`config.mk`:
```
export PLATFORM = sky130hd
export DESIGN_NAME = rgn_xlat
export DESIGN_NICKNAME = d
export VERILOG_FILES = /design/src/rtl/rgn_pkg.sv /design/src/rtl/rgn_table.sv /design/src/rtl/rgn_ctrl.sv /design/src/rtl/rgn_datapath.sv /design/src/rtl/rgn_xlat.sv
export SDC_FILE = /design/constraint.sdc
export NUM_CORES = 1
export LEC_CHECK = 0
export BUFFER_PORTS_ARGS = -buffer_cell sky130_fd_sc_hd__buf_4
export CORE_AREA = 2 2 157 159
export CTS_CLUSTER_DIAMETER = 80
export DETAILED_ROUTE_END_ITERATION = 10
export DIE_AREA = 0 0 159 161
export GPL_ROUTABILITY_DRIVEN = 0
export GPL_TIMING_DRIVEN = 0
export PLACE_DENSITY_LB_ADDON = 0.2
export SLEW_MARGIN = 0
export SYNTH_ARGS = -nofsm -noshare
export SYNTH_HDL_FRONTEND = slang
export SYNTH_SLANG_ARGS = --single-unit
export TNS_END_PERCENT = 50
```
`constraint.sdc`:
```
create_clock -name clk -period 2.6 [get_ports clk]
set_clock_uncertainty 0.05 [all_clocks]
set_input_delay 0.52 -clock clk [delete_from_list [all_inputs] [get_ports clk]]
set_output_delay 0.52 -clock clk [all_outputs]
set_load 0.01 [all_outputs]
```
`src/rtl/rgn_pkg.sv`:
```
package rgn_pkg;
  localparam int CAUSE_W = 6;

  typedef enum logic [1:0] {
    ACC_FETCH = 2'd0,
    ACC_LOAD  = 2'd1,
    ACC_STORE = 2'd2,
    ACC_LOAD2 = 2'd3
  } accKind_t;

  localparam logic [CAUSE_W-1:0] CAUSE_NONE       = 6'd0;
  localparam logic [CAUSE_W-1:0] CAUSE_FETCH_DENY = 6'd20;
  localparam logic [CAUSE_W-1:0] CAUSE_LOAD_DENY  = 6'd28;
  localparam logic [CAUSE_W-1:0] CAUSE_STORE_DENY = 6'd29;

  // strobes from control to datapath
  typedef struct packed {
    logic       lookup;
    logic       useData;
    logic       needExec;
    logic       isStore;
    logic [1:0] wrSel;    // one-hot: [0] instruction table, [1] data table
  } ctrlStrobe_t;
endpackage

```
`src/rtl/rgn_table.sv`:
```
module rgn_table #(
  parameter int IDX_W  = 3,
  parameter int ATTR_W = 4,
  parameter int RESET_ATTR = 2
) (
  input  logic              clk,
  input  logic              rstN,
  input  logic              wrEn,
  input  logic [IDX_W-1:0]  wrIdx,
  input  logic [IDX_W-1:0]  wrBase,
  input  logic [ATTR_W-1:0] wrAttr,
  input  logic [IDX_W-1:0]  rdIdx,
  output logic [IDX_W-1:0]  rdBase,
  output logic [ATTR_W-1:0] rdAttr
);
  localparam int ENTRIES = 1 << IDX_W;

  logic [IDX_W-1:0]  baseMem [ENTRIES];
  logic [ATTR_W-1:0] attrMem [ENTRIES];

  for (genvar e = 0; e < ENTRIES; e++) begin : gEntry
    always_ff @(posedge clk) begin
      if (!rstN) begin
        baseMem[e] <= IDX_W'(e);
        attrMem[e] <= ATTR_W'(RESET_ATTR);
      end else if (wrEn && wrIdx == IDX_W'(e)) begin
        baseMem[e] <= wrBase;
        attrMem[e] <= wrAttr;
      end
    end
  end

  assign rdBase = baseMem[rdIdx];
  assign rdAttr = attrMem[rdIdx];
endmodule

```
`src/rtl/rgn_ctrl.sv`:
```
module rgn_ctrl import rgn_pkg::*; (
  input  logic        reqValid,
  input  logic [1:0]  reqKind,
  input  logic        wrEn,
  input  logic        wrTable,
  output ctrlStrobe_t strb
);
  accKind_t kind;

  always_comb begin
    kind          = accKind_t'(reqKind);
    strb.lookup   = reqValid;
    strb.needExec = (kind == ACC_FETCH);
    strb.useData  = (kind != ACC_FETCH);
    strb.isStore  = (kind == ACC_STORE);
    strb.wrSel    = 2'b00;
    if (wrEn) strb.wrSel = wrTable ? 2'b10 : 2'b01;
  end
endmodule

```
`src/rtl/rgn_datapath.sv`:
```
module rgn_datapath import rgn_pkg::*; #(
  parameter int ADDR_W     = 32,
  parameter int IDX_W      = 3,
  parameter int ATTR_W     = 4,
  parameter int PROTECT_EN = 1
) (
  input  logic               clk,
  input  logic               rstN,
  input  ctrlStrobe_t        strb,
  input  logic [ADDR_W-1:0]  reqAddr,
  input  logic [IDX_W-1:0]   wrIdx,
  input  logic [IDX_W-1:0]   wrBase,
  input  logic [ATTR_W-1:0]  wrAttr,
  output logic               rspValid,
  output logic [ADDR_W-1:0]  rspPaddr,
  output logic               rspGranted,
  output logic [CAUSE_W-1:0] rspCause
);
  localparam int OFS_W   = ADDR_W - IDX_W;
  localparam int NUM_TBL = 2;

  logic [IDX_W-1:0]   lkIdx;
  logic [ADDR_W-1:0]  nxtPaddr;
  logic               nxtGranted;
  logic [CAUSE_W-1:0] nxtCause;

  assign lkIdx = reqAddr[ADDR_W-1 -: IDX_W];

  if (PROTECT_EN != 0) begin : gProt
    logic [IDX_W-1:0]  tblBase [NUM_TBL];
    logic [ATTR_W-1:0] tblAttr [NUM_TBL];
    logic [IDX_W-1:0]  selBase;
    logic [ATTR_W-1:0] selAttr;
    logic              canRw;
    logic              canExec;

    for (genvar t = 0; t < NUM_TBL; t++) begin : gTbl
      rgn_table #(.IDX_W(IDX_W), .ATTR_W(ATTR_W), .RESET_ATTR(2)) u_tbl (
        .clk    (clk),
        .rstN   (rstN),
        .wrEn   (strb.wrSel[t]),
        .wrIdx  (wrIdx),
        .wrBase (wrBase),
        .wrAttr (wrAttr),
        .rdIdx  (lkIdx),
        .rdBase (tblBase[t]),
        .rdAttr (tblAttr[t])
      );
    end

    always_comb begin
      selBase    = strb.useData ? tblBase[1] : tblBase[0];
      selAttr    = strb.useData ? tblAttr[1] : tblAttr[0];
      canRw      = ((selAttr < ATTR_W'(6)) && (selAttr != ATTR_W'(3)))
                   || (selAttr == ATTR_W'(14));
      canExec    = (selAttr >= ATTR_W'(1)) && (selAttr <= ATTR_W'(5));
      nxtGranted = strb.needExec ? canExec : canRw;
      nxtPaddr   = {selBase, reqAddr[OFS_W-1:0]};
    end
  end else begin : gPass
    assign nxtPaddr   = reqAddr;
    assign nxtGranted = 1'b1;
  end

  always_comb begin
    if (nxtGranted)         nxtCause = CAUSE_NONE;
    else if (strb.needExec) nxtCause = CAUSE_FETCH_DENY;
    else if (strb.isStore)  nxtCause = CAUSE_STORE_DENY;
    else                    nxtCause = CAUSE_LOAD_DENY;
  end

  always_ff @(posedge clk) begin
    if (!rstN) begin
      rspValid   <= 1'b0;
      rspPaddr   <= '0;
      rspGranted <= 1'b0;
      rspCause   <= CAUSE_NONE;
    end else begin
      rspValid <= strb.lookup;
      if (strb.lookup) begin
        rspPaddr   <= nxtPaddr;
        rspGranted <= nxtGranted;
        rspCause   <= nxtCause;
      end
    end
  end
endmodule

```
`src/rtl/rgn_xlat.sv`:
```
module rgn_xlat import rgn_pkg::*; #(
  parameter int ADDR_W     = 32,
  parameter int IDX_W      = 3,
  parameter int ATTR_W     = 4,
  parameter int PROTECT_EN = 1
) (
  input  logic               clk,
  input  logic               rstN,
  input  logic               reqValid,
  input  logic [1:0]         reqKind,
  input  logic [ADDR_W-1:0]  reqAddr,
  input  logic               wrEn,
  input  logic               wrTable,
  input  logic [IDX_W-1:0]   wrIdx,
  input  logic [IDX_W-1:0]   wrBase,
  input  logic [ATTR_W-1:0]  wrAttr,
  output logic               rspValid,
  output logic [ADDR_W-1:0]  rspPaddr,
  output logic               rspGranted,
  output logic [CAUSE_W-1:0] rspCause,
  output logic [ADDR_W-1:0]  rspPageSize
);
  localparam int OFS_W = ADDR_W - IDX_W;

  ctrlStrobe_t strb;

  rgn_ctrl u_ctrl (
    .reqValid (reqValid),
    .reqKind  (reqKind),
    .wrEn     (wrEn),
    .wrTable  (wrTable),
    .strb     (strb)
  );

  rgn_datapath #(
    .ADDR_W(ADDR_W), .IDX_W(IDX_W), .ATTR_W(ATTR_W), .PROTECT_EN(PROTECT_EN)
  ) u_dp (
    .clk        (clk),
    .rstN       (rstN),
    .strb       (strb),
    .reqAddr    (reqAddr),
    .wrIdx      (wrIdx),
    .wrBase     (wrBase),
    .wrAttr     (wrAttr),
    .rspValid   (rspValid),
    .rspPaddr   (rspPaddr),
    .rspGranted (rspGranted),
    .rspCause   (rspCause)
  );

  assign rspPageSize = ADDR_W'(1) << OFS_W;
endmodule

```
* Word level (Yosys, flattened, before mapping) *
Memories as Yosys holds them, arrays and structs flattened.
Index checks and enable logic that the tools add are counted.

operators by class
  add/sub/neg operators = 0
  multiply operators = 0
  divide/modulo/power cells = 0
  order comparisons = 3
  equal/unequal tests = 10
  shift-type cells = 0
  muxes and demuxes = 89
  bitwise operators = 32
  reduce and logical (&&, ||, !) cells = 22

operators with widths
  operator                                                            number
  2-to-1 mux 4 bit                                                    17
  2-to-1 mux 1 bit                                                    51
  2-to-1 mux 3 bit                                                    17
  OR 1 bit                                                            32
  logical AND 1 bit                                                   18
  == test 3 bit (second input constant)                               4
  2-to-1 mux 6 bit                                                    2
  == test 3 x 2 -> 1 bit (second input constant)                      2
  == test 4 bit (second input constant)                               1
  greater-or-equal comparator 4 x 1 -> 1 bit (second input constant)  1
  <= comparator 4 x 3 -> 1 bit (second input constant)                1
  less-than comparator 4 x 3 -> 1 bit (second input constant)         1
  2-to-1 mux 2 bit                                                    2
  != test 4 x 2 -> 1 bit (second input constant)                      1
  == test 3 x 1 -> 1 bit (second input constant)                      1
  zero test 3 bit                                                     1
  == test 2 bit (second input constant)                               1
  zero test 2 bit                                                     1
  nonzero test 2 bit                                                  1
  logical OR 1 bit                                                    1

storage, ports and cells
  register bits after elaboration = 40
  latch bits = 0
  RAM bits = 112
  ROM bits = 0
  bits of input ports = 49
  memories = 4

memory list
  memory                            depth  width  rd ports  clocked after memory_dff  wr ports  RTL line         RTL
  u_dp.gProt.gTbl[0].u_tbl.attrMem  8      4      1         0                         8         rgn_table.sv:19  logic [ATTR_W-1:0] attrMem [ENTRIES];
  u_dp.gProt.gTbl[1].u_tbl.attrMem  8      4      1         0                         8         rgn_table.sv:19
  u_dp.gProt.gTbl[0].u_tbl.baseMem  8      3      1         0                         8         rgn_table.sv:18  logic [IDX_W-1:0] baseMem [ENTRIES];
  u_dp.gProt.gTbl[1].u_tbl.baseMem  8      3      1         0                         8         rgn_table.sv:18

* Longest topological paths before layout *
Gate-level depths: netlist of run 1.

  depth in word-level cells = 7
  mapped depth = 9

* Hierarchy *
A second synthesis of run 1 with hierarchy kept.

unflattened totals
  cell total of the unflattened synthesis = 517
  area total of the unflattened synthesis = 7170.6 um^2

by module, submodules not included
  module        times used  cells each  area an instance (um^2)  sequential area each (um^2)
  rgn_table     2           165         2662.6                   1681.6
  rgn_datapath  1           147         1559.0                   740.7
  rgn_xlat      1           34          247.7                    0.0
  rgn_ctrl      1           6           38.8                     0.0

* Least setup slack after synthesis of run 1 *
OpenSTA, ideal clock, no wires.

  path kind = input to register
  start point = input reqAddr[30]
  end point = register u_dp.rspGranted
  setup time = 0.058 ns
  arrival time = 2.255 ns
  data required time = 2.492 ns
  setup slack = 0.237 ns
  stages = 8
  path buffers = 2
  cell sequence = buf_2 -> clkbuf_1 -> mux4_2 -> mux2i_1 -> nand4_1 -> a22o_1 -> a221oi_2 -> o21a_1

on the way
  word-level cells in the longest chain between the ends = 6
  elaborated cells on any way between the ends = 12

ends and longest elaborated chain
  what                                                                                  RTL line            RTL
  start: declaration                                                                    rgn_xlat.sv:11      input logic [ADDR_W-1:0] reqAddr,
  memory (8 x 4 bit)                                                                    n/a
  2-to-1 mux 4 bit *                                                                    rgn_datapath.sv:53  selAttr = strb.useData ? tblAttr[1] : tblAttr[0];
  less-than comparator 4 x 3 -> 1 bit / != test 4 x 2 -> 1 bit (equally long branches)  rgn_datapath.sv:54  canRw = ((selAttr < ATTR_W'(6)) && (selAttr != ATTR_W'(3)))
  logical AND 1 bit                                                                     rgn_datapath.sv:54
  logical OR 1 bit                                                                      rgn_datapath.sv:55  || (selAttr == ATTR_W'(14));
  2-to-1 mux 1 bit *                                                                    rgn_datapath.sv:57  nxtGranted = strb.needExec ? canExec : canRw;
  end signal: assignment                                                                rgn_datapath.sv:82  rspGranted <= nxtGranted;
  end: declaration                                                                      rgn_datapath.sv:16  output logic rspGranted,

Mark *: on every way between the ends. The rest lies on a longest branch, timed or not.
A chain may end at the register's enable or synchronous reset.

* Final worst setup path of run 1 *
  start point = input reqAddr[29]
  end point = register u_dp.rspCause[3]

on the way
  word-level cells in the longest chain between the ends = 7
  elaborated cells on any way between the ends = 13

ends and longest elaborated chain
  what                                                                                  RTL line            RTL
  memory (8 x 4 bit)                                                                    n/a
  2-to-1 mux 4 bit *                                                                    rgn_datapath.sv:53
  less-than comparator 4 x 3 -> 1 bit / != test 4 x 2 -> 1 bit (equally long branches)  rgn_datapath.sv:54
  logical AND 1 bit                                                                     rgn_datapath.sv:54
  logical OR 1 bit                                                                      rgn_datapath.sv:55
  2-to-1 mux 1 bit *                                                                    rgn_datapath.sv:57
  2-to-1 mux 6 bit *                                                                    rgn_datapath.sv:66  if (nxtGranted) nxtCause = CAUSE_NONE;
  end signal: assignment                                                                rgn_datapath.sv:83  rspCause <= nxtCause;
  end: declaration                                                                      rgn_datapath.sv:17  output logic [CAUSE_W-1:0] rspCause

Marked as above.

==> results of run 1 <==
-- routing by layer --
| metal | vias up | share of wire (%) | track usage [%] |
|---|---|---|---|
| met5 | - | 0 | 0 |
| met1 | 2186 | 43 | 18.2 |
| met3 | 22 | 7.6 | 4.52 |
| li1 | 2147 | - | - |
| met4 | 0 | 0.93 | 3.93 |
| met2 | 183 | 49 | 24.9 |
-- timing repair --
| item | 4_1_cts | 5_1_grt |
|---|---|---|
| setup endpoints to repair | 0 | 2 |
| resized for setup | 0 | 3 |
| buffers inserted | 0 | 0 |
-- kinds of logic (layout without fill, tap and decap cells) --
logic type             count (synthesis)  in the layout
AO/OA/AOI/OAI                         33             33
buffers and inverters                 74            189
flip-flops                           149            149
multiplexers                          77             77
other                                  2             34
AND/OR/NAND/NOR                      203            203
-- worst max path at each step --
stage / start / endpoint
3_3_place_gp: reqAddr[30] / u_dp.rspGranted
4_1_cts: reqAddr[30] / u_dp.rspGranted
6_report: reqAddr[29] / u_dp.rspCause[3]
2_1_floorplan: reqAddr[30] / u_dp.rspGranted
3_5_place_dp: reqAddr[30] / u_dp.rspGranted
5_1_grt: reqAddr[29] / u_dp.rspCause[3]
-- sequential cells by signal, indices dropped and copies added, names as in the netlist --
register / flops
u_dp.rspGranted: 1
u_dp.gProt.gTbl.u_tbl.attrMem: 64
u_dp.gProt.gTbl.u_tbl.baseMem: 48
u_dp.rspValid: 1
u_dp.rspCause: 3
u_dp.rspPaddr: 32
-- power by group through the flow --
stage               Combinational, mW  Clock [mW]  Sequential (mW)
floorplan                       0.392           0             2.80
global placement                0.680           0             2.79
detailed placement              0.686           0             2.80
CTS                             0.687        2.32             2.75
global route                    0.739        2.42             2.76
finish                          0.683        2.28             2.75
-- cell type report --
class | instances | area [um2]
plain buffers | 69 | 415
inverters | 5 | 18.8
fillers | 2396 | 15200
clock inverters | 15 | 123
flip-flops and latches | 149 | 4100
repair buffers | 83 | 623
well taps | 324 | 405
multi-input cells | 347 | 2640
clock buffers | 17 | 425
-- cell usage after synthesis (all sizes together) (4+ instances only) --
cell	instances	area [um2]
nor2	21	78.8
inv	5	18.8
o21ai	20	100
nand2	12	45.0
clkbuf	28	105
buf	41	309
edfxtp	112	3360
mux4	27	608
mux2i	48	480
and2	73	457
nand3	7	35.0
nor2b	38	238
dfxtp	37	741
nand2b	4	25.0
or3	40	250
-- placed cells by master (no fill, tap or decap), types with 2 or more instances in the layout --
master      instances
inv_6               3
o21ai_0            12
clkbuf_1           27
o21ai_1             8
nor2b_1            38
clkinvlp_4          4
and2_1             73
edfxtp_1          112
clkinv_4            4
a2bb2oi_1           2
mux2i_1            47
buf_6               2
mux4_2             27
inv_8               2
or3_1              40
nand2b_1            4
nor2_1             21
inv_1               5
clkbuf_16          17
nand2_1            12
nand3_1             7
dfxtp_1            37
conb_1             34
a32oi_1             2
nand4_1             2
nand3b_1            2
buf_4             120
-- worst max-delay path, delay by kind of cell --
family | cells | cell delay, ns
buffers and inverters | 3 | 0.63
muxes | 1 | 0.38
AOI/OAI and AO/OA | 3 | 0.83
and+or+nand+nor | 2 | 0.42
==> results.ini, run 1 <==
[clock_network]
numCtsBuffers = 17
hold_buffers = 0
cts_tree = done
path_clk_slew_ns = 0.06
cts.path.max_buffers = 2
clockRootBuffer = clkbuf_16
h-tree-depth = 4
clkLatencyLatePin_ns = 0.43
cts_num_sinks = 149

[worst_setup_path]
crit_type = input port to flop
required_ns = 2.84
startpoint_type = input port
cp.arrival_ns = 2.79
rr_endpoint = u_dp.rspCause[3]
crit_top_cell = buf_6
r2r-start = u_dp.gProt.gTbl[1].u_tbl.attrMem[3][3]
cp_cell_sequence = buf_6 -> buf_4 -> buf_6 -> mux2i_1 -> a2bb2oi_1 -> nand3_1 -> and3b_1 -> a2111oi_0 -> a32oi_1
cpPeakStageDelay_ns = 0.47
rr_worst_depth = 4
path_max_fanout = 10
crit_path_end_kind = flop
crit_slowest_cell = a2111oi_0
rrSetupSlack_ns = 0.36

[floorplanning]
num_io_pins = 121
die_area_um2 = 25600
die_w_um = 159
die_h_um = 161
core.rowCount = 57
initial_utilization_pct = 29.4
core-area_um2 = 24000

[cells_and_area]
num_antenna_cells = 0
syn_to_final_growth_pct = 24.1
finish.utilization_pct = 36.5
design_area_um2 = 8750
drive_above_1_share_pct = 27.2
instances_no_fill = 1009
fin_nets = 721

[timing]
worst_slack_ns = 0.0409
fmax_mhz = 391
setup_viol = 0
relSlewSlack_pct = 6.19
fin_setup_tns_ns = 0
tightest_slew_ns = 1.39
finalCritPeriodShare_pct = 98.4
slew_viol_final = 0
rsz0062_at_grt = false
finalHoldViolCount = 0
hold_ws_ns = 0.309
min_period_ns = 2.56

[drt]
drtIter0Drc = 299
totalWireLength_mm = 18.6
vias = 4538
ant_nets = 0
vias_per_cell = 4.50
drc_errors = 0
wl_per_cell_um = 18.5
drt_pass1_iterations = 5

[yosys]
yosysWarnings = 0
yosys.area_share.xor_xnor_pct = 0
synth_top_family_by_area = simple AND/OR/NAND/NOR gates
synth-seq-area-share_pct = 58.2
synth-seq-cells = 149
syn_inst = 538
synthSimpleGateAreaFrac_pct = 16.8
ys_types = 38
muxShareOfSynthArea_pct = 15.8
synth_area_um2 = 7050
synth_async_sr_flop_share_pct = 0
synth_flop_cell = edfxtp_1
synth_edf_count = 112
synth-compound-area-share_pct = 3.00
synthAdderAreaFrac_pct = 0
synth.avg_cell_area_um2 = 13.1

[pwr]
power.density_nw_per_um2 = 653
power_switching_mw = 1.46
vdd_drop_max_mv = 0.356
internal_power_mw = 4.25
p_leak_nw = 3.37
netSwitchingFraction_pct = 25.6
p_total_mw = 5.71
clkPwrFrac_pct = 40.0
pwr-share-comb_pct = 12.0
power_frac_seq_pct = 48.1

[placement]
dpl-instance-area_um2 = 8200
dp.cells = 977
dp_slack_ns = -0.389
place_hpwl_mm = 13.9
port_buffers = 83

[worst_hold_path]
worstHoldEndpoint = u_dp.rspPaddr[25]
hold_class = input port to flop
hold_depth = 3
min_from = reqAddr[25]

[grt]
grt_pass1_wl_mm = 27.7
grt_antenna_before_repair = 0
grt_pass1_vias = 4722
grt_max_degree = 17
grt_usage_pct = 14.7
gr-total-overflow = 0

[status]
status = complete, no violations

[flow_run]
drv_cap = 0

No activity file was read; power rests on OpenSTA's default activity.
==> run 2: changes to the inputs <==
CORE_AREA = 2 2 116 118   (was 2 2 157 159)
DIE_AREA = 0 0 118 120   (was 0 0 159 161)
==> run 2 against run 1 <==
Sequential cell count stayed put. Maximum frequency is 8.8% higher. Sequential power hardly changed. Power is 5.6% higher. Critical path depth is 5 lower. Design area is 1.1% lower. Non-clock buffer count is 3 higher. Die area is 45% lower. Clock power is 14% higher. Setup slack better by 0.21 ns. Final cell count is 14% lower. Largest power group unchanged.
==> results.ini, run 2 (synthesis results as in run 1) <==
[worst_setup_path]
startpoint_type = input port
crit_path_end_kind = flop
rr_endpoint = u_dp.rspGranted
required_ns = 2.59
crit_type = input port to flop
cp.arrival_ns = 2.34
rr_worst_depth = 6
r2r-start = u_dp.gProt.gTbl[1].u_tbl.attrMem[3][3]
path_max_fanout = 10
rrSetupSlack_ns = 0.36

[timing]
relSlewSlack_pct = 6.89
slew_viol_final = 0
rsz0062_at_grt = false
finalCritPeriodShare_pct = 90.5
worst_slack_ns = 0.247
hold_ws_ns = 0.305
finalHoldViolCount = 0
setup_viol = 0
fmax_mhz = 425
tightest_slew_ns = 1.38
min_period_ns = 2.35

[worst_hold_path]
hold_class = input port to flop
worstHoldEndpoint = u_dp.rspPaddr[28]
hold_depth = 3
min_from = reqAddr[28]

[clock_network]
path_clk_slew_ns = 0.06
clockRootBuffer = clkbuf_16
cts.path.max_buffers = 2
post-cts-setup-buffers = 0
numCtsBuffers = 17
cts_tree = done
h-tree-depth = 4
clkLatencyLatePin_ns = 0.43
cts_num_sinks = 149
hold_buffers = 0

[placement]
place_hpwl_mm = 11.8
dp_slack_ns = -0.335
dp.cells = 829
port_buffers = 83

[drt]
wl_per_cell_um = 19.5
totalWireLength_mm = 16.8
drtIter0Drc = 359
vias = 4651
drt_pass1_iterations = 5
vias_per_cell = 5.39
ant_nets = 0
drc_errors = 0

[pwr]
pwr-share-comb_pct = 11.2
power_switching_mw = 1.33
internal_power_mw = 4.70
vdd_drop_max_mv = 0.469
power_frac_seq_pct = 45.6
netSwitchingFraction_pct = 22.1
power.density_nw_per_um2 = 696
clkPwrFrac_pct = 43.2
p_leak_nw = 3.43

[grt]
gr-total-overflow = 0
grt_usage_pct = 24.9
grt_antenna_before_repair = 0
grt_max_degree = 17
grt_pass1_vias = 4708
grt_pass1_wl_mm = 25.8

[flow_run]
drv_cap = 0

[cells_and_area]
syn_to_final_growth_pct = 22.8
largest_reg_flops = 64
drive_above_1_share_pct = 26.9
reg_top3 = u_dp.gProt.gTbl.u_tbl.attrMem: 64 flops, u_dp.gProt.gTbl.u_tbl.baseMem: 48 flops, u_dp.rspPaddr: 32 flops
nFillCells = 983
register_area_um2 = 4100
final_common_cell = buf_4
num_antenna_cells = 0
top_register = u_dp.gProt.gTbl.u_tbl.attrMem
final_cell_mix = buf_4 (121), edfxtp_1 (112), and2_1 (73)
fin_nets = 724
multi_input_area_um2 = 2640
instances_no_fill = 863

[floorplanning]
num_io_pins = 121
die_w_um = 118
die_h_um = 120
initial_utilization_pct = 54.3
core.rowCount = 42
core-area_um2 = 13000
die_area_um2 = 14200

[status]
status = complete, no violations

## run 2: cell types whose count changed in the layout (fill, tap and decap cells not counted), sizes merged
cell / delta
bufinv: +5
inv: -5
clkbuf: +4
clkinvlp: -3
buf: +1
## run 2: cell type report
cell class / instances / area share, %
sequential: 149 / 47.4
multi-input combinational: 347 / 30.5
timing repair buffer: 86 / 7.42
clock buffer: 19 / 5.00
buffer: 69 / 4.80
tap: 176 / 2.54
clock inverter: 12 / 2.14
inverter: 5 / 0.217
## run 2: how the worst max path moves through the flow
stage | start | end | slack [ns] | depth (start not counted)
2_1_floorplan | reqAddr[30] | u_dp.rspGranted | 0.24 | 8
3_3_place_gp | reqAddr[30] | u_dp.rspGranted | -0.34 | 8
3_5_place_dp | reqAddr[30] | u_dp.rspGranted | -0.34 | 8
4_1_cts | reqAddr[30] | u_dp.rspGranted | 0.09 | 8
5_1_grt | wrIdx[2] | u_dp.gProt.gTbl[0].u_tbl.attrMem[3][3] | 0.11 | 4
6_report | wrIdx[2] | u_dp.gProt.gTbl[0].u_tbl.attrMem[3][0] | 0.25 | 4
## run 2: routing by layer
layer  track usage [%]  wire length (um)  vias to the layer above  share of wire (%)
met2              42.0              8380                      228                 50
met3              6.75              1390                       40                8.2
met1              30.1              6570                     2227                 39
met4              10.8               457                        0                2.7
met5                 0                 0                        -                  0
li1                  -                 -                     2156                  -
## run 2: critical path, cell delays in order
cell	delay (ns)
buf_4	0.12
nand2b_1	0.29
clkbuf_1	0.32
o21ai_0	1.08
## run 2: timing repair
action	4_1_cts	5_1_grt
setup endpoints to repair	0	3
endpoints found under the hold margin	0	0
gates resized for setup	0	4
## run 2: power by group through the flow
| stage | Combinational, mW | Sequential [mW] | Clock (mW) |
|---|---|---|---|
| 5_1_grt | 0.729 | 2.76 | 2.73 |
| 3_3_place_gp | 0.650 | 2.79 | 0 |
| 2_1_floorplan | 0.392 | 2.80 | 0 |
| 6_report | 0.677 | 2.75 | 2.61 |
| 3_5_place_dp | 0.661 | 2.80 | 0 |
| 4_1_cts | 0.665 | 2.75 | 2.62 |
## run 2: stage by stage
stage / power (mW) / cell area (um2) / utilization [%] / setup TNS [ns]
after detailed placement: 3.46 / 8020 / 61.8 / -11.29
after global routing: 6.22 / 8660 / 66.7 / 0
after global placement: 3.44 / 8020 / 61.8 / -6.79
final: 6.03 / 8660 / 66.7 / 0
after CTS: 6.04 / 8630 / 66.5 / 0
after floorplan: 3.19 / 7170 / - / 0
